File: config.mk
export PLATFORM = sky130hd
export DESIGN_NAME = ctl_link
export DESIGN_NICKNAME = d
export VERILOG_FILES = /design/src/rtl/ctl_link_pkg.sv /design/src/rtl/ctl_link_tx.sv /design/src/rtl/ctl_link_rx.sv /design/src/rtl/ctl_link_fspace.sv /design/src/rtl/ctl_link.sv
export SDC_FILE = /design/constraint.sdc
export NUM_CORES = 1
export LEC_CHECK = 0
export ABC_AREA = 1
export BUFFER_PORTS_ARGS = -buffer_cell sky130_fd_sc_hd__buf_4
export CORE_MARGIN = 2
export CORE_UTILIZATION = 65
export DETAILED_ROUTE_END_ITERATION = 6
export PLACE_DENSITY = 0.85
export RECOVER_POWER = 50
export SYNTH_ARGS = -nofsm -noshare
export SYNTH_HDL_FRONTEND = slang
export SYNTH_HIERARCHICAL = 1
export SYNTH_SLANG_ARGS = --single-unit
File: constraint.sdc
create_clock -name clk -period 6.34 [get_ports clk]
set_input_delay 0.951 -clock clk [delete_from_list [all_inputs] [get_ports clk]]
set_output_delay 0.951 -clock clk [all_outputs]
set_load 0.02 [all_outputs]
File: src/rtl/ctl_link_pkg.sv
package ctl_link_pkg;
  localparam int NIB_W  = 4;
  localparam int BEATS  = 5;
  localparam int KIND_W = 2;
  localparam int HDR_W  = 2;
  localparam int WORD_W = 12;
  localparam int FS_AW  = 4;
  localparam int FS_DW  = 8;

  typedef enum logic [KIND_W-1:0] {
    KIND_CTRL  = 2'd0,
    KIND_READ  = 2'd1,
    KIND_WRITE = 2'd2,
    KIND_MODE  = 2'd3
  } kind_e;
endpackage

File: src/rtl/ctl_link_tx.sv
module ctl_link_tx #(
  parameter int NIB_W  = ctl_link_pkg::NIB_W,
  parameter int BEATS  = ctl_link_pkg::BEATS,
  parameter int KIND_W = ctl_link_pkg::KIND_W,
  parameter int HDR_W  = ctl_link_pkg::HDR_W,
  parameter int WORD_W = ctl_link_pkg::WORD_W
) (
  input  logic              clk,
  input  logic              rst_n,
  input  logic              req_valid,
  output logic              req_ready,
  input  logic [KIND_W-1:0] req_kind,
  input  logic [HDR_W-1:0]  req_hdr,
  input  logic [WORD_W-1:0] req_word,
  output logic [NIB_W-1:0]  lk_dat,
  output logic              lk_stb,
  output logic              lk_par,
  output logic [KIND_W-1:0] lk_kind,
  output logic              lk_rsv
);
  localparam int FRAME_W = NIB_W * BEATS;
  localparam int PAD_W   = FRAME_W - KIND_W - HDR_W - WORD_W;
  localparam int CNT_W   = $clog2(BEATS + 1);
  localparam logic [CNT_W-1:0] LAST = CNT_W'(BEATS);

  logic               busy;
  logic [CNT_W-1:0]   cnt;
  logic [FRAME_W-1:0] shreg;
  logic               par_q;
  logic [KIND_W-1:0]  kind_q;
  logic [FRAME_W-1:0] frame;
  logic               take;

  assign frame = {req_kind, req_hdr, req_word, {PAD_W{1'b0}}};
  assign take  = req_valid && !busy;

  always_ff @(posedge clk or negedge rst_n) begin
    if (!rst_n) begin
      busy   <= 1'b0;
      cnt    <= '0;
      shreg  <= '0;
      par_q  <= 1'b0;
      kind_q <= '0;
    end else if (take) begin
      busy   <= 1'b1;
      cnt    <= '0;
      shreg  <= frame;
      par_q  <= ^frame;
      kind_q <= req_kind;
    end else if (busy) begin
      if (cnt == LAST) begin
        busy <= 1'b0;
        cnt  <= '0;
      end else begin
        cnt   <= cnt + 1'b1;
        shreg <= shreg << NIB_W;
      end
    end
  end

  assign req_ready = !busy;
  assign lk_stb    = busy && (cnt != LAST);
  assign lk_dat    = lk_stb ? shreg[FRAME_W-1 -: NIB_W] : '0;
  assign lk_par    = busy && (cnt == LAST) && par_q;
  assign lk_kind   = lk_stb ? kind_q : '0;
  assign lk_rsv    = 1'b0;

  // an accepted request starts a burst in the next cycle
  p_accept_starts_r2: assert property (@(posedge clk) disable iff (!rst_n)
    (req_valid && req_ready) |=> (lk_stb && !req_ready));

  // the strobe stays high for exactly five cycles
  p_burst_len_r3: assert property (@(posedge clk) disable iff (!rst_n)
    $fell(lk_stb) |-> ($past(lk_stb, 5) && !$past(lk_stb, 6)));
endmodule

File: src/rtl/ctl_link_rx.sv
module ctl_link_rx #(
  parameter int NIB_W  = ctl_link_pkg::NIB_W,
  parameter int BEATS  = ctl_link_pkg::BEATS,
  parameter int KIND_W = ctl_link_pkg::KIND_W,
  parameter int HDR_W  = ctl_link_pkg::HDR_W,
  parameter int WORD_W = ctl_link_pkg::WORD_W,
  parameter int FS_AW  = ctl_link_pkg::FS_AW,
  parameter int FS_DW  = ctl_link_pkg::FS_DW
) (
  input  logic              clk,
  input  logic              rst_n,
  input  logic [NIB_W-1:0]  lk_dat,
  input  logic              lk_stb,
  input  logic              lk_par,
  input  logic [KIND_W-1:0] lk_kind,
  input  logic              lk_rsv,
  output logic              fs_we,
  output logic [FS_AW-1:0]  fs_waddr,
  output logic [FS_DW-1:0]  fs_wdata,
  output logic              cmd_pulse,
  output logic [KIND_W-1:0] cmd_kind,
  output logic [HDR_W-1:0]  cmd_hdr,
  output logic [WORD_W-1:0] cmd_word,
  output logic              par_err
);
  import ctl_link_pkg::*;
  localparam int FRAME_W = NIB_W * BEATS;
  localparam int PAD_W   = FRAME_W - KIND_W - HDR_W - WORD_W;
  localparam int CNT_W   = $clog2(BEATS + 1);
  localparam logic [CNT_W-1:0] LAST = CNT_W'(BEATS);

  logic               run;
  logic [CNT_W-1:0]   cnt;
  logic [FRAME_W-1:0] sh;
  logic               bad;
  logic               at_par;
  logic               good;
  logic [KIND_W-1:0]  f_kind;
  logic [HDR_W-1:0]   f_hdr;
  logic [WORD_W-1:0]  f_word;
  logic [PAD_W-1:0]   f_pad;

  assign f_kind = sh[FRAME_W-1 -: KIND_W];
  assign f_hdr  = sh[FRAME_W-KIND_W-1 -: HDR_W];
  assign f_word = sh[FRAME_W-KIND_W-HDR_W-1 -: WORD_W];
  assign f_pad  = sh[PAD_W-1:0];

  assign at_par = run && (cnt == LAST);
  assign good   = at_par && !bad && !lk_rsv && (f_pad == '0) && ((^sh) == lk_par);

  assign fs_we    = good && (kind_e'(f_kind) == KIND_CTRL);
  assign fs_waddr = f_word[WORD_W-1 -: FS_AW];
  assign fs_wdata = f_word[FS_DW-1:0];

  always_ff @(posedge clk or negedge rst_n) begin
    if (!rst_n) begin
      run       <= 1'b0;
      cnt       <= '0;
      sh        <= '0;
      bad       <= 1'b0;
      cmd_pulse <= 1'b0;
      cmd_kind  <= '0;
      cmd_hdr   <= '0;
      cmd_word  <= '0;
      par_err   <= 1'b0;
    end else begin
      cmd_pulse <= 1'b0;
      par_err   <= 1'b0;
      if (!run) begin
        if (lk_stb) begin
          run <= 1'b1;
          cnt <= CNT_W'(1);
          sh  <= {sh[FRAME_W-NIB_W-1:0], lk_dat};
          bad <= lk_rsv || (lk_kind != lk_dat[NIB_W-1 -: KIND_W]);
        end
      end else if (cnt != LAST) begin
        cnt <= cnt + 1'b1;
        sh  <= {sh[FRAME_W-NIB_W-1:0], lk_dat};
        bad <= bad || lk_rsv || !lk_stb;
      end else begin
        run     <= 1'b0;
        cnt     <= '0;
        par_err <= !good;
        if (good && (kind_e'(f_kind) != KIND_CTRL)) begin
          cmd_pulse <= 1'b1;
          cmd_kind  <= f_kind;
          cmd_hdr   <= f_hdr;
          cmd_word  <= f_word;
        end
      end
    end
  end

  // a discarded burst never also reports a tracked command
  p_err_excl_r7: assert property (@(posedge clk) disable iff (!rst_n)
    !(par_err && cmd_pulse));

  // the error flag lasts one cycle
  p_err_once_r7: assert property (@(posedge clk) disable iff (!rst_n)
    par_err |=> !par_err);

  // the tracked-command flag lasts one cycle
  p_cmd_once_r6: assert property (@(posedge clk) disable iff (!rst_n)
    cmd_pulse |=> !cmd_pulse);
endmodule

File: src/rtl/ctl_link_fspace.sv
module ctl_link_fspace #(
  parameter int FS_AW = ctl_link_pkg::FS_AW,
  parameter int FS_DW = ctl_link_pkg::FS_DW
) (
  input  logic             clk,
  input  logic             rst_n,
  input  logic             we,
  input  logic [FS_AW-1:0] waddr,
  input  logic [FS_DW-1:0] wdata,
  input  logic [FS_AW-1:0] raddr,
  output logic [FS_DW-1:0] rdata
);
  localparam int DEPTH = 1 << FS_AW;

  logic [DEPTH-1:0][FS_DW-1:0] regs;

  for (genvar i = 0; i < DEPTH; i++) begin : g_entry
    always_ff @(posedge clk or negedge rst_n) begin
      if (!rst_n) begin
        regs[i] <= '0;
      end else if (we && (waddr == FS_AW'(i))) begin
        regs[i] <= wdata;
      end
    end
  end

  assign rdata = regs[raddr];

  // without a write strobe the array keeps its contents
  p_hold_r7: assert property (@(posedge clk) disable iff (!rst_n)
    !we |=> $stable(regs));
endmodule

File: src/rtl/ctl_link.sv
module ctl_link #(
  parameter int NIB_W  = ctl_link_pkg::NIB_W,
  parameter int BEATS  = ctl_link_pkg::BEATS,
  parameter int KIND_W = ctl_link_pkg::KIND_W,
  parameter int HDR_W  = ctl_link_pkg::HDR_W,
  parameter int WORD_W = ctl_link_pkg::WORD_W,
  parameter int FS_AW  = ctl_link_pkg::FS_AW,
  parameter int FS_DW  = ctl_link_pkg::FS_DW
) (
  input  logic              clk,
  input  logic              rst_n,
  input  logic              req_valid,
  output logic              req_ready,
  input  logic [KIND_W-1:0] req_kind,
  input  logic [HDR_W-1:0]  req_hdr,
  input  logic [WORD_W-1:0] req_word,
  output logic [NIB_W-1:0]  lk_dat_o,
  output logic              lk_stb_o,
  output logic              lk_par_o,
  output logic [KIND_W-1:0] lk_kind_o,
  output logic              lk_rsv_o,
  input  logic [NIB_W-1:0]  lk_dat_i,
  input  logic              lk_stb_i,
  input  logic              lk_par_i,
  input  logic [KIND_W-1:0] lk_kind_i,
  input  logic              lk_rsv_i,
  input  logic [FS_AW-1:0]  fs_addr,
  output logic [FS_DW-1:0]  fs_rdata,
  output logic              cmd_pulse,
  output logic [KIND_W-1:0] cmd_kind,
  output logic [HDR_W-1:0]  cmd_hdr,
  output logic [WORD_W-1:0] cmd_word,
  output logic              par_err
);
  logic             wr_en;
  logic [FS_AW-1:0] wr_addr;
  logic [FS_DW-1:0] wr_data;

  ctl_link_tx #(
    .NIB_W(NIB_W), .BEATS(BEATS), .KIND_W(KIND_W), .HDR_W(HDR_W), .WORD_W(WORD_W)
  ) u_tx (
    .clk(clk), .rst_n(rst_n),
    .req_valid(req_valid), .req_ready(req_ready),
    .req_kind(req_kind), .req_hdr(req_hdr), .req_word(req_word),
    .lk_dat(lk_dat_o), .lk_stb(lk_stb_o), .lk_par(lk_par_o),
    .lk_kind(lk_kind_o), .lk_rsv(lk_rsv_o)
  );

  ctl_link_rx #(
    .NIB_W(NIB_W), .BEATS(BEATS), .KIND_W(KIND_W), .HDR_W(HDR_W), .WORD_W(WORD_W),
    .FS_AW(FS_AW), .FS_DW(FS_DW)
  ) u_rx (
    .clk(clk), .rst_n(rst_n),
    .lk_dat(lk_dat_i), .lk_stb(lk_stb_i), .lk_par(lk_par_i),
    .lk_kind(lk_kind_i), .lk_rsv(lk_rsv_i),
    .fs_we(wr_en), .fs_waddr(wr_addr), .fs_wdata(wr_data),
    .cmd_pulse(cmd_pulse), .cmd_kind(cmd_kind), .cmd_hdr(cmd_hdr),
    .cmd_word(cmd_word), .par_err(par_err)
  );

  ctl_link_fspace #(
    .FS_AW(FS_AW), .FS_DW(FS_DW)
  ) u_fs (
    .clk(clk), .rst_n(rst_n),
    .we(wr_en), .waddr(wr_addr), .wdata(wr_data),
    .raddr(fs_addr), .rdata(fs_rdata)
  );
endmodule

**Yosys cells after proc, flatten, opt, wreduce, memory -nomap -nowiden**

Index checks and enable logic that the tools add are counted.

- Bits in registers: 198
- Output and inout bits: 36
- Bits in read-only memories: 0
- Bits in latches: 0
- Word-level logic and storage cells: 133
- RAM bits: 0
- Input port bits: 32
- Memories kept: 0

- Bitwise operators: 1
- Eq/ne operators: 23
- Add/sub/neg operators: 2
- Mux-type cells: 30
- $mul: 0
- Reductions and logical operators: 46
- Divide/modulo/power cells: 0
- Shift-type cells: 0
- $lt $le $gt $ge: 1

Operators by type and width:

| kind | count |
|---|---|
| $mux 20 | 6 |
| $reduce_xor 20->1 | 2 |
| $bmux 8 s4 | 1 |
| $eq 4x4->1 const B | 8 |
| $logic_and 1x1->1 | 27 |
| $mux 3 | 6 |
| $eq 4x3->1 const B | 4 |
| $mux 1 | 14 |
| $eq 4x2->1 const B | 2 |
| $logic_not 4->1 | 2 |
| $mux 8 | 1 |
| $add 3x1->3 const B | 2 |
| $eq 3x3->1 const B | 2 |
| $ne 3x3->1 const B | 2 |
| $reduce_bool 2->1 | 3 |
| $logic_not 1->1 | 5 |
| $lt 4x5->1 const B | 1 |
| $eq 4x1->1 const B | 1 |
| $mux 4 | 1 |
| $reduce_and 2->1 | 2 |
| $logic_or 1x1->1 | 3 |
| $reduce_and 3->1 | 1 |
| $logic_not 2->1 | 1 |
| $mux 2 | 1 |
| 5 further kinds | 5 |

**Logic depth before layout (Yosys ltp)**

Gate-level depths: netlist of run 1.

- Depth after elaboration: 10
- Mapped depth: 20
- Mapped depth without buffers: 18

**Modules after synthesis**

Netlist of run 1, hierarchy kept.

By module, submodules not included:

| module | times used | cells an instance | sequential area each (µm²) | area each (µm²) |
|---|---|---|---|---|
| ctl_link_fspace | 1 | 834 | 3203.1 | 6262.3 |
| ctl_link_rx | 1 | 269 | 1076.0 | 2200.9 |
| ctl_link_tx | 1 | 215 | 575.6 | 1467.7 |

**Worst setup path after synthesis of run 1**

Ideal clock, no wire load.

- Kind: input-to-reg
- Start point: in lk_rsv_i
- End point: reg u_fs/regs[77] in the netlist's numbering
- Cell stages on the path: 12
- Library setup time: 133 ps
- Slack: 3449 ps
- Required time: 6207 ps
- Data arrival time: 2758 ps
- Path buffers: 2
- Cell sequence: nor2_1 nand3_1 nor2_2 clkbuf_1 nand2_1 nor2_1 nand2_1 nor2_2 nand2_1 buf_6 nand2_1 o21ai_0

- Cells in the longest elaborated chain, start to end: 6

Ends and longest elaborated chain:

| element | line | source |
|---|---|---|
| start: declaration | ctl_link.sv:26 | `input logic lk_rsv_i,` |
| $logic_not 1->1 | ctl_link_rx.sv:49 | `assign good = at_par && !bad && !lk_rsv && (f_pad == '0) && ((^sh) == lk_par);` |
| $logic_and 1x1->1 (3 in a row) | ctl_link_rx.sv:49 |  |
| $logic_and 1x1->1 | ctl_link_rx.sv:51 | `assign fs_we = good && (kind_e'(f_kind) == KIND_CTRL);` |
| net wr_en | ctl_link.sv:35 | `logic wr_en;` |
| $logic_and 1x1->1 | ctl_link_fspace.sv:21 | `end else if (we && (waddr == FS_AW'(i))) begin` |
| end signal: indexed assignment | ctl_link_fspace.sv:22 | `regs[i] <= wdata;` |
| end: declaration | ctl_link_fspace.sv:15 | `logic [DEPTH-1:0][FS_DW-1:0] regs;` |

The timed path passes the listed nets, and every way through them passes these cells.
A chain may end at the register's enable or synchronous reset.

**Worst setup path after layout of run 1**

- Start point: in fs_addr[0]
- End point: out fs_rdata[5]

- Cells in the longest elaborated chain, start to end: 2

Ends and longest elaborated chain:

| element | line | source |
|---|---|---|
| start: declaration | ctl_link.sv:27 | `input logic [FS_AW-1:0] fs_addr,` |
| $bmux 8 s4 | ctl_link_fspace.sv:27 | `assign rdata = regs[raddr];` |
| $mux 8 (implied by the code) | ctl_link_fspace.sv:27 |  |
| end: declaration | ctl_link.sv:28 | `output logic [FS_DW-1:0] fs_rdata,` |

Every way passes these cells. The select of a mux whose other input is x is not followed.

==> Implementation_results.wiki, run 1 <==
{| class="wikitable"
! Metric !! Value
|-
| Kind of critical path || in2out
|-
| HPWL reported at the end of detailed placement || approximately 15000 um
|-
| Clock skew || 0.00867 ns
|-
| Number of antenna violations at the first check in global routing || 0
|-
| Synth Area in XOR/XNOR || less than 1%
|-
| Compound-cell area share of the yosys netlist || under 10%
|-
| Mean instance size in the synthesized netlist || around 7.5 um^2
|-
| Utilization of the core after routing || around 71%
|-
| Cells traversed along the worst timing path || buf_4 -> inv_2 -> nand2_1 -> nand2_1 -> nand2_1 -> nand3_1 -> nand3_1 -> nand2_1 -> buf_4
|-
| DIE HEIGHT || between 100 and 150 um
|-
| Max Fanout on Critical Path || 65
|-
| Standby leakage power || between 5 and 6 nW
|-
| Dominant combinational cell family by area after synthesis || simple AND/OR/NAND/NOR gates
|-
| Count of cells along the worst register-to-register path || 17
|-
| Via count || 8541
|-
| Worst Hold Path Cells || 2
|-
| Post-synth top area cell || sky130_fd_sc_hd__dfrtp_1
|-
| Time the worst path needs with I/O delays and setup || ~4 ns
|-
| Cell area power density || between 300 and 400 nW/um^2
|-
| Max Buffers Root-to-Sink || 2
|-
| Number of levels in the clock H-tree || 4
|-
| F_max || approximately 0.26 GHz
|-
| Number of instances in the synthesized netlist || 1318
|-
| Number of nets in the synthesized netlist || 1353
|-
| Final instance area || roughly 11000 um^2
|-
| Sequential group share of total power || 40.5%
|-
| Die Width || about 130 um
|-
| Count of hold-fix buffers inserted at cts || 0
|-
| Headroom to the max-slew limit || -87.7%
|-
| Top cell type's share of synthesized area || roughly half
|-
| Antenna viol nets, final || 0
|-
| Global-route wire length before repair || 38400 um
|-
| CP Depth || 9
|-
| Number of antenna repair diodes || 0
|-
| DRC errors left || 0
|-
| Clock Tree Root || sky130_fd_sc_hd__clkbuf_16
|-
| Number of synthesized flops with an enable pin || 0
|-
| Fillers || approximately 1200
|-
| Post-synthesis instance area || just under 10000 um^2
|-
| Failing checks || max-capacitance violations, max-slew violations
|-
| Slew @ Worst Pin || approximately 2.8 ns
|-
| Share of async-settable or async-resettable flops after synthesis || 100%
|-
| Largest stage delay on the critical path || about 0.87 ns
|-
| Most Frequent Cell on Critical Path || sky130_fd_sc_hd__nand2_1
|-
| Number of vias per cell after detailed routing || 5.57
|-
| Slowest stage cell, crit path || sky130_fd_sc_hd__inv_2
|-
| Most frequent cells after synthesis || sky130_fd_sc_hd__nand2_1 (500), sky130_fd_sc_hd__dfrtp_1 (194), sky130_fd_sc_hd__inv_1 (174)
|-
| WL per Instance || about 15 um
|-
| Kind of end point of the critical path || output pin
|-
| CTS buffer count || 17
|-
| Final slew viol count || between 100 and 150
|-
| I/O pin cnt || 68
|-
| Count of buffering cells on the critical path with inverters included || 3
|-
| Number of iterations in the first detailed-routing pass || 6
|-
| Count of final setup violators || 0
|-
| Internal power || between 2 and 2.5 mW
|-
| Count of distinct cell types in the synthesized netlist || 36
|-
| Via count of the first global-routing pass || roughly 7800
|-
| Gates resized, CTS repair || 0
|-
| Clock network fraction of design power || 26.3%
|-
| Simple-gate area share of the yosys netlist || between 20% and 30%
|-
| Cell Rows || 45
|-
| Period utilisation layout || a little over 60%
|-
| Switching fraction of total power || roughly two fifths
|-
| Count of placed standard cells including taps || 1501
|-
| Adder-cell share of the synthesized area || less than 1%
|-
| Core area || between 15000 and 20000 um^2
|-
| Max capacitance violation total || 2
|-
| Switching power summed over all nets || between 1.5 and 2 mW
|-
| Fraction of final layout cells with drive strength greater than 1 || between 8 and 9%
|-
| Worst Path Arrival || a little under 3 ns
|-
| Worst-case hold slack || ~0.48 ns
|-
| Critical Path RT || around 5.4 ns
|-
| VDD IR max || just over 0.4 mV
|-
| Maximum number of pins on one net before global-route repair || 90
|-
| Buffers added on ports || 66
|-
| Logic gate share of total power || between 30% and 40%
|-
| Type of element launching the critical path || input pin
|-
| Remaining global-route overflow || 0
|-
| Setup repair after global routing missed its margin || no
|-
| Main area contributors after synthesis || sky130_fd_sc_hd__dfrtp_1 (49%), sky130_fd_sc_hd__nand2_1 (19%), sky130_fd_sc_hd__o21ai_0 (7.5%)
|-
| Count of yosys warnings during synthesis || 6
|-
| CTS sink cnt || slightly below 200
|-
| Status || complete, but fails checks
|-
| Total wirelength of the detailed-routed design || approximately 23000 um
|-
| Aggregate global-route resource usage || 29.8%
|-
| Library cell with the highest instance count after synthesis || sky130_fd_sc_hd__nand2_1
|-
| Tightest Hold Check Type || reg2reg
|-
| Routability congestion estimate from global placement || ~0.96
|-
| Clock transition at path regs || roughly 0.07 ns
|-
| Full die area || around 16000 um^2
|-
| CTS tree || built
|-
| Post-CTS setup buffer count || 0
|-
| Clock latency of the later-clocked register in the worst-skew pair || around 0.43 ns
|-
| Effective utilization at floorplan || approximately two thirds
|-
| Sum of negative setup slack || 0 ns
|-
| Sequential share of the synthesized area || between 40% and 50%
|-
| Final Net Count || ~1400
|-
| DRC marker count from the first detailed-route iteration || approximately 1000
|-
| Flip-flop cell with the highest count after synthesis || sky130_fd_sc_hd__dfrtp_1
|-
| Count of placed standard cells in the final layout, fillers left out || about 1500
|-
| Final Hold Violating Endpoints || 0
|-
| Synthesis-to-finish area growth || 7.16%
|-
| Kind of cell with the highest combined delay on the critical path || buffers and inverters
|-
| Area post-placement || between 10000 and 15000 um^2
|-
| Flip-flop and latch count after synthesis || around 190
|-
| Portion of netlist area occupied by mux cells || 0%
|}
## worst paths after layout
check / from / end / slack [ns]
setup / recovery: fs_addr[0] / fs_rdata[5] / 2.44
hold / removal: u_rx/cmd_word[5] / u_rx/cmd_word[5] / 0.48
setup reg to reg: u_rx/sh[18] / u_fs/regs[19] / 3.03
hold reg to reg: u_rx/cmd_word[5] / u_rx/cmd_word[5] / 0.48
max in group asynchronous: rst_n / u_fs/regs[3] / 2.65
min in group asynchronous: rst_n / u_fs/regs[113] / 0.57
## metrics by stage
| step | setup WS (ns) | total power [mW] |
|---|---|---|
| 2_1_floorplan | 3.45 | 2.54 |
| 3_3_place_gp | 2.54 | 2.77 |
| 3_5_place_dp | 2.51 | 2.81 |
| 4_1_cts | 2.50 | 3.81 |
| 5_1_grt | 1.84 | 4.01 |
| 6_report | 2.44 | 3.78 |
## metal layers
metal	share of wire, %	vias up	GRT usage (%)
li1	-	4135	-
met1	43	4027	41.3
met2	48	332	48.1
met3	6.8	47	5.11
met4	2.1	0	10.5
met5	0	-	0
## cell type report
type	count	area, um^2	area share [%]
well taps	188	235	2.21
flip-flops and latches	194	4850	45.6
multi-input cells	871	3890	36.5
clock buffers	20	457	4.29
clock inverters	12	83.8	0.788
repair buffers	68	449	4.22
inverters	180	676	6.35
## worst register-to-register path, stage by stage (launching register included)
cell                      delay [ns]
sky130_fd_sc_hd__dfrtp_1        0.37
sky130_fd_sc_hd__inv_1          0.05
sky130_fd_sc_hd__ha_1           0.30
sky130_fd_sc_hd__xnor2_1        0.20
sky130_fd_sc_hd__inv_1          0.06
sky130_fd_sc_hd__nand2_1        0.05
sky130_fd_sc_hd__nand2_1        0.08
sky130_fd_sc_hd__inv_1          0.07
sky130_fd_sc_hd__nand2_2        0.06
sky130_fd_sc_hd__nand2_1        0.07
sky130_fd_sc_hd__nand2_2        0.07
sky130_fd_sc_hd__nand2_4        0.19
sky130_fd_sc_hd__nand2_1        0.10
sky130_fd_sc_hd__nor2_1         0.35
sky130_fd_sc_hd__nand2_1        0.12
sky130_fd_sc_hd__nor2_1         0.25
sky130_fd_sc_hd__nand2_1        0.46
sky130_fd_sc_hd__o21ai_0        0.37
## state kept, by name, indices dropped and copies added (netlist names)
signal	cells
u_rx/bad	1
u_rx/cmd_hdr	2
u_tx/cnt	3
u_tx/shreg	16
u_fs/regs	128
u_rx/cmd_kind	2
u_rx/par_err	1
u_tx/kind_q	2
u_rx/cnt	3
u_tx/par_q	1
u_rx/run	1
u_tx/busy	1
u_rx/sh	20
u_rx/cmd_word	12
u_rx/cmd_pulse	1
## cells by family (layout without fill, tap and decap cells)
family / after synthesis / in the layout
other cells: 1 / 1
compound gates: 182 / 182
fa+ha+maj: 3 / 3
xor+xnor: 6 / 6
buf+inv: 253 / 280
flops: 194 / 194
simple gates: 679 / 679
## cells in the final DEF (no fill, tap or decap), drive strengths merged
cell	Yosys	routed
nand2	517	517
dfrtp	194	194
inv	179	180
o21ai	161	161
nand3	113	113
buf	46	47
clkbuf	27	41
nor2	32	32
nand4	17	17
clkinv	1	7
o211ai	6	6
clkinvlp	0	5
xnor2	5	5
o22ai	4	4
o221ai	4	4
a21oi	3	3
ha	3	3
o31ai	1	1
a22oi	1	1
xor2	1	1
a211oi	1	1
a31oi	1	1
conb	1	1
## power groups by stage
stage | sequential (mW) | combinational [mW] | clock [mW]
after global placement | 1.54 | 1.23 | 0
final | 1.53 | 1.26 | 0.993
after global routing | 1.55 | 1.41 | 1.05
after CTS | 1.52 | 1.28 | 1.01
after detailed placement | 1.54 | 1.26 | 0
after floorplan | 1.51 | 1.03 | 0
No activity file was read; power rests on OpenSTA's default activity.
==> run 2: changes to the inputs <==
Settings changed: CORE_UTILIZATION 65 to 55, PLACE_DENSITY 0.85 to 0.76.
Clock period 6.34 ns to 3.2 ns, I/O delays scaled along.
==> run 2 against run 1 <==
Effect of this change: the run still ends with max-capacitance violations, max-slew violations left; core utilization down 9.3 points; register-to-register slack got worse by 2.6 ns; hold slack worse by 0.22 ns; sequential power grew 98%; design area increased by 2.7%; combinational power increased by 110%; sequential share of layout area is 1.2 points lower; critical path depth up 8; first-iteration DRC count is 17% lower; via count decreased by 0.61%; worst setup slack got worse by 2.0 ns; critical path type is now reg2reg; largest power group unchanged.
==> Implementation_results.wiki, run 2 (synthesis gave the netlist of run 1 again) <==
{| class="wikitable"
! Metric !! Value
|-
| Status || complete, but fails checks
|-
| Failing checks || max-capacitance violations, max-slew violations
|-
| Area post-placement || 10400 um^2 (+2.1%)
|-
| Max reg flops || 128 (unchanged)
|-
| CTS tree || built
|-
| Area taken by multi-input logic gates || 3880 um^2 (about the same)
|-
| Clock skew || 0.0116 ns (+0.00290 ns)
|-
| Total wirelength of the detailed-routed design || 23500 um (+2.1%)
|-
| Capturing point of the worst reg2reg path || u_fs/regs[88]
|-
| I/O pin cnt || 68 (unchanged)
|-
| DIE HEIGHT || 138 um (+8.4%)
|-
| Routability congestion estimate from global placement || 0.838 (-13%)
|-
| F_max || about 0.36 GHz
|-
| Number of levels in the clock H-tree || 4 (unchanged)
|-
| Min setup slack post-route || 0.427 ns (-2.01 ns)
|-
| Cell area power density || 708 nW/um^2 (+100%)
|-
| Final Hold Violating Endpoints || 0 (unchanged)
|-
| WL per Instance || 14.8 um (-1.7%)
|-
| Clock Tree Root || sky130_fd_sc_hd__clkbuf_16
|-
| Design Power || 7.74 mW (+100%)
|-
| Worst Setup EP || u_fs/regs[88]
|-
| Gates resized, CTS repair || 0 (unchanged)
|-
| Register ranked first by flip-flop count || u_fs/regs
|-
| Kind of end point of the critical path || flip-flop
|-
| Worst-case hold slack || 0.258 ns (-0.219 ns)
|-
| Source of the worst register-to-register timing path || u_rx/sh[18]
|-
| Buffers added on ports || 66 (unchanged)
|-
| Utilization of the core after routing || 61.2% (-9.3 points)
|-
| Largest registers || u_fs/regs: 128 flops, u_rx/sh: 20 flops, u_tx/shreg: 16 flops
|-
| Most common library cell in the layout ignoring fill and taps || sky130_fd_sc_hd__nand2_1
|-
| Slew @ Worst Pin || 2.49 ns (-0.331 ns)
|-
| Die Width || 138 um (+8.4%)
|-
| DRC errors left || 0 (unchanged)
|-
| Via count of the first global-routing pass || 7976 (+2.1%)
|-
| HPWL reported at the end of detailed placement || 15100 um (+1.7%)
|-
| Worst setup startpoint || u_rx/sh[18]
|-
| Final slew viol count || 97 (-11%)
|-
| Via count || 8489 (-0.61%)
|-
| Most used cells in the layout excluding fill and tap cells || sky130_fd_sc_hd__nand2_1 (502), sky130_fd_sc_hd__dfrtp_1 (194), sky130_fd_sc_hd__inv_1 (176), sky130_fd_sc_hd__o21ai_0 (151), sky130_fd_sc_hd__nand3_1 (109)
|-
| Final instance area || 10900 um^2 (+2.7%)
|-
| Fillers || 1613 (+35%)
|-
| Count of placed standard cells including taps || 1561 (+4.0%)
|-
| Clock transition at path regs || 0.07 ns (about the same)
|-
| Max Fanout on Critical Path || 16 (-75%)
|-
| Time the worst path needs with I/O delays and setup || 2.77 ns
|-
| Post-CTS setup buffer count || 0 (unchanged)
|-
| Clock latency of the later-clocked register in the worst-skew pair || 0.43 ns (about the same)
|-
| Worst Path Arrival || 3.10 ns (+0.15 ns)
|-
| Sum of negative setup slack || 0 ns (unchanged)
|-
| Fraction of final layout cells with drive strength greater than 1 || 10.7% (+2.4 points)
|-
| Aggregate global-route resource usage || 25.6% (-4.2 points)
|-
| Kind of critical path || reg2reg
|-
| Cell Rows || 49 (+8.9%)
|-
| Global-route wire length before repair || 39900 um (+4.0%)
|-
| Worst reg-to-reg setup slack || 0.43 ns (-2.60 ns)
|-
| Count of cells along the worst register-to-register path || 17 (unchanged)
|-
| Period utilisation layout || 86.6%
|-
| Worst Hold Path Cells || 3 (+1)
|-
| Synthesis-to-finish area growth || 10.0%
|-
| Max Buffers Root-to-Sink || 2 (unchanged)
|-
| Number of antenna violations at the first check in global routing || 0 (unchanged)
|-
| Max capacitance violation total || 1 (-1)
|-
| Full die area || 19100 um^2 (+18%)
|-
| DRC marker count from the first detailed-route iteration || 812 (-17%)
|-
| Setup repair after global routing missed its margin || no
|-
| Final Net Count || 1386 (+1.4%)
|-
| Maximum number of pins on one net before global-route repair || 98 (+8.9%)
|-
| Effective utilization at floorplan || 55.7% (-10 points)
|-
| Headroom to the max-slew limit || -65.7% (+22 points)
|-
| CTS sink cnt || 194 (unchanged)
|-
| Number of vias per cell after detailed routing || 5.34 (-4.2%)
|-
| Critical Path RT || 3.53 ns (-1.86 ns)
|-
| Number of antenna repair diodes || 0 (unchanged)
|-
| Post-placement worst setup slack || 0.482 ns (-2.03 ns)
|-
| Reg area || 4850 um^2 (unchanged)
|-
| Remaining global-route overflow || 0 (unchanged)
|-
| Count of placed standard cells in the final layout, fillers left out || 1591 (+3.8%)
|-
| CTS buffer count || 17 (unchanged)
|-
| Tightest Hold Check Type || in2reg
|-
| Count of hold-fix buffers inserted at cts || 0 (unchanged)
|-
| Core area || 17800 um^2 (+18%)
|-
| Standby leakage power || 5.58 nW (+3.6%)
|-
| VDD IR max || 0.585 mV (+42%)
|-
| Count of final setup violators || 0 (unchanged)
|-
| Antenna viol nets, final || 0 (unchanged)
|-
| Number of iterations in the first detailed-routing pass || 7 (+1)
|-
| Type of element launching the critical path || flip-flop
|}
==> run 2: cell count changes in the layout (fill, tap and decap cells not counted), sizes merged <==
cell      change
buf          +36
clkbuf       -18
clkinvlp      -3
bufinv        +2
==> run 2: worst min path at each step <==
| stage | from | endpoint | slack [ns] |
|---|---|---|---|
| CTS | rst_n | u_fs/regs[108] | 0.17 |
| global placement | u_fs/regs[116] | u_fs/regs[116] | 0.47 |
| floorplan | rst_n | u_fs/regs[0] | 0.18 |
| finish | lk_dat_i[1] | u_rx/sh[1] | 0.26 |
| global route | lk_dat_i[0] | u_rx/sh[0] | 0.28 |
| detailed placement | u_rx/cmd_word[3] | u_rx/cmd_word[3] | 0.47 |
==> run 2: routing by layer <==
metal  GRT usage, %  wire length (um)
met5              0                 0
met4           8.22               495
met3           4.85              1620
met2           39.8             10900
met1           36.8             10500
==> run 2: cell type report <==
type                            instances  area share, %
Clock inverter                         11           1.04
Inverter                              180           6.18
Tap cell                              229           2.62
Multi-Input combinational cell        871           35.5
Timing Repair Buffer                   87           6.12
Clock buffer                           19           4.05
Sequential cell                       194           44.4
==> run 2: critical path, stage by stage (launching register included) <==
cell and delay [ns]:
sky130_fd_sc_hd__dfrtp_1 0.37, sky130_fd_sc_hd__inv_1 0.06, sky130_fd_sc_hd__ha_1 0.30, sky130_fd_sc_hd__xnor2_1 0.21
sky130_fd_sc_hd__inv_1 0.06, sky130_fd_sc_hd__nand2_1 0.05, sky130_fd_sc_hd__nand2_1 0.07, sky130_fd_sc_hd__inv_1 0.07
sky130_fd_sc_hd__nand2_2 0.06, sky130_fd_sc_hd__nand2_1 0.07, sky130_fd_sc_hd__nand2_2 0.06, sky130_fd_sc_hd__nand2_4 0.05
sky130_fd_sc_hd__nand2_1 0.04, sky130_fd_sc_hd__nor2_1 0.12, sky130_fd_sc_hd__nand2_1 0.11, sky130_fd_sc_hd__nor2_2 0.28
sky130_fd_sc_hd__nand2_1 0.37, sky130_fd_sc_hd__o21ai_0 0.32
==> run 2: power breakdown <==
group	switching, mW	internal, mW
Sequential	0.284	2.75
Combinational	1.86	0.788
Clock	0.906	1.16
==> run 3: changes to the inputs <==
Clock period 3.2 ns to 2.49 ns, I/O delays scaled along.
==> run 3 against run 2 <==
Effect of this change: clock skew decreased by 0.0042 ns; critical path type unchanged; first-iteration DRC count decreased by 9.0%; total power increased by 36%; non-clock buffer count increased by 17; core utilization increased by 2.1 points; die area unchanged; combinational power increased by 46%; via count increased by 1.7%; largest power group is now combinational logic; final cell count increased by 1.2%; the run still ends with max-capacitance violations, max-slew violations left; clock power increased by 36%.
==> Implementation_results.wiki, run 3 (synthesis gave the netlist of run 1 again) <==
{| class="wikitable"
! Metric !! Value
|-
| Worst reg-to-reg setup slack || 0.06 ns (-0.37 ns)
|-
| Core area || 17800 um^2 (unchanged)
|-
| Max capacitance violation total || 1 (unchanged)
|-
| Global-route wire length before repair || 40500 um (+1.4%)
|-
| Worst Hold End || u_rx/sh[0]
|-
| Clock latency of the later-clocked register in the worst-skew pair || 0.44 ns (about the same)
|-
| Setup repair after global routing missed its margin || yes
|-
| DRC errors left || 0 (unchanged)
|-
| Max Buffers Root-to-Sink || 2 (unchanged)
|-
| Kind of end point of the critical path || flip-flop
|-
| Buffers added on ports || 66 (unchanged)
|-
| Most used cells in the layout excluding fill and tap cells || sky130_fd_sc_hd__nand2_1 (482), sky130_fd_sc_hd__dfrtp_1 (192), sky130_fd_sc_hd__inv_1 (171), sky130_fd_sc_hd__o21ai_0 (139), sky130_fd_sc_hd__nand3_1 (109)
|-
| Design Power || 10.5 mW (+36%)
|-
| Worst Hold Path Cells || 3 (unchanged)
|-
| DIE HEIGHT || 138 um (unchanged)
|-
| Period utilisation layout || 97.5% (+11 points)
|-
| Sum of negative setup slack || 0 ns (unchanged)
|-
| Headroom to the max-slew limit || -5.53% (+60 points)
|-
| Status || complete, but fails checks
|-
| Final Net Count || 1403 (+1.2%)
|-
| Cell area power density || 932 nW/um^2 (+32%)
|-
| Max reg flops || 128 (unchanged)
|-
| Total wirelength of the detailed-routed design || 24500 um (+4.3%)
|-
| Die Width || 138 um (unchanged)
|-
| Utilization of the core after routing || 63.3% (+2.1 points)
|-
| Antenna viol nets, final || 0 (unchanged)
|-
| Final Hold Violating Endpoints || 0 (unchanged)
|-
| Number of vias per cell after detailed routing || 5.36 (+0.51%)
|-
| Final slew viol count || 72 (-26%)
|-
| Remaining global-route overflow || 0 (unchanged)
|-
| Source of the worst register-to-register timing path || u_rx/sh[19]
|-
| Clock Tree Root || sky130_fd_sc_hd__clkbuf_16
|-
| Via count of the first global-routing pass || 8157 (+2.3%)
|-
| Effective utilization at floorplan || 55.7% (unchanged)
|-
| Synthesis-to-finish area growth || 13.7%
|-
| CTS buffer count || 17 (unchanged)
|-
| Critical Path RT || 2.77 ns (-0.76 ns)
|-
| Count of final setup violators || 0 (unchanged)
|-
| Standby leakage power || 5.70 nW (+2.0%)
|-
| Number of antenna repair diodes || 0 (unchanged)
|-
| Aggregate global-route resource usage || 26.1% (+0.52 points)
|-
| Number of antenna violations at the first check in global routing || 0 (unchanged)
|-
| Type of element launching the critical path || flip-flop
|-
| Worst-case hold slack || 0.145 ns (-0.113 ns)
|-
| Time the worst path needs with I/O delays and setup || 2.43 ns (-0.344 ns)
|-
| DRC marker count from the first detailed-route iteration || 739 (-9.0%)
|-
| Count of cells along the worst register-to-register path || 19 (+2)
|-
| Failing checks || max-capacitance violations, max-slew violations
|-
| Maximum number of pins on one net before global-route repair || 72 (-27%)
|-
| CTS sink cnt || 194 (unchanged)
|-
| Via count || 8634 (+1.7%)
|-
| Tightest Hold Check Type || in2reg
|-
| Largest registers || u_fs/regs: 128 flops, u_rx/sh: 20 flops, u_tx/shreg: 16 flops
|-
| Fraction of final layout cells with drive strength greater than 1 || 13.5% (+2.7 points)
|-
| Clock transition at path regs || 0.07 ns (about the same)
|-
| Clock skew || 0.00740 ns (-0.00418 ns)
|-
| Most common library cell in the layout ignoring fill and taps || sky130_fd_sc_hd__nand2_1
|-
| Full die area || 19100 um^2 (unchanged)
|-
| Max Fanout on Critical Path || 8 (-8)
|-
| HPWL reported at the end of detailed placement || 15500 um (+2.5%)
|-
| CTS tree || built
|-
| I/O pin cnt || 68 (unchanged)
|-
| Number of levels in the clock H-tree || 4 (unchanged)
|-
| Routability congestion estimate from global placement || 0.836 (-0.21%)
|-
| VDD IR max || 0.980 mV (+68%)
|-
| Worst Hold Launch || lk_dat_i[0]
|-
| Number of iterations in the first detailed-routing pass || 5 (-2)
|-
| Slew @ Worst Pin || 1.58 ns (-0.903 ns)
|-
| Register ranked first by flip-flop count || u_fs/regs
|-
| Worst Path Arrival || 2.71 ns (-0.39 ns)
|-
| Kind of critical path || reg2reg
|-
| WL per Instance || 15.2 um (+3.1%)
|-
| F_max || 0.412 GHz (+14%)
|-
| Capturing point of the worst reg2reg path || u_fs/regs[62]
|-
| Cell Rows || 49 (unchanged)
|}
==> run 3: cell types whose count changed in the layout (fill, tap and decap cells not counted), sizes merged <==
| cell | change |
|---|---|
| dlygate4sd3 | +1 |
| buf | +6 |
| bufinv | +1 |
| inv | +1 |
| clkbuf | +10 |
==> run 3: power by group <==
part	switching [mW]	internal (mW)	leakage (nW)
Sequential	0.313	3.53	2.63
Clock	1.22	1.58	0.287
Combinational	2.68	1.20	2.78
Total	4.21	6.31	5.70
==> run 3: timing repair <==
action,4_1_cts,5_1_grt
setup endpoints to repair,40,128
gates cloned,0,2
buffers inserted,1,5
resized for setup,4,60
hold endpoints to repair,67,0
hold buffers,1,0
pin swaps,1,8
==> run 3: worst max-delay path by stage <==
| stage | start | endpoint | slack, ns |
|---|---|---|---|
| after floorplan | u_rx/sh[18] | u_fs/regs[77] | -0.03 |
| after global placement | u_rx/sh[18] | u_fs/regs[124] | 0.05 |
| after detailed placement | u_rx/sh[18] | u_fs/regs[57] | -0.08 |
| after CTS | u_rx/sh[19] | u_fs/regs[48] | 0.007 |
| after global routing | u_rx/sh[19] | u_fs/regs[62] | -0.04 |
| final | u_rx/sh[19] | u_fs/regs[62] | 0.06 |
==> run 3: area by class of cell <==
cell class	instances	area, um^2
repair buffers	104	797
clock inverters	13	160
fillers	1539	6550
well taps	229	287
clock buffers	19	433
multi-input cells	871	4080
flip-flops and latches	194	4860
inverters	180	676
==> run 3: per-stage QoR <==
step	setup slack, ns	area (um^2)	cells
3_3_place_gp	0.0498	10500	1569
3_5_place_dp	-0.0795	10500	1569
6_report	0.0613	11300	1610
2_1_floorplan	-0.0255	9960	1318
4_1_cts	0.00729	11200	1603
5_1_grt	-0.0442	11300	1610
==> run 3: layer usage <==
| metal | vias to the layer above | global-route usage, % | part of all wire (%) |
|---|---|---|---|
| met3 | 40 | 4.75 | 6.3 |
| met1 | 4100 | 36.7 | 44 |
| met2 | 295 | 41.5 | 48 |
| li1 | 4199 | - | - |
| met5 | - | 0 | 0 |
| met4 | 0 | 8.75 | 1.8 |
==> run 3: worst max-delay path, cell delays in order, from the launching register on <==
cell and delay, ns:
sky130_fd_sc_hd__dfrtp_1 0.40, sky130_fd_sc_hd__inv_2 0.08, sky130_fd_sc_hd__ha_4 0.22, sky130_fd_sc_hd__xnor2_4 0.14, sky130_fd_sc_hd__inv_1 0.05, sky130_fd_sc_hd__nand2_1 0.07
sky130_fd_sc_hd__nand2_2 0.07, sky130_fd_sc_hd__inv_2 0.06, sky130_fd_sc_hd__nand2_2 0.06, sky130_fd_sc_hd__nand2_2 0.06, sky130_fd_sc_hd__nand2_2 0.06, sky130_fd_sc_hd__nand2_4 0.06
sky130_fd_sc_hd__nand2_4 0.05, sky130_fd_sc_hd__nor2_4 0.15, sky130_fd_sc_hd__nand2_4 0.08, sky130_fd_sc_hd__nor2_4 0.21, sky130_fd_sc_hd__nand2_2 0.12, sky130_fd_sc_hd__buf_6 0.17
sky130_fd_sc_hd__nand2_1 0.06, sky130_fd_sc_hd__o21ai_0 0.10
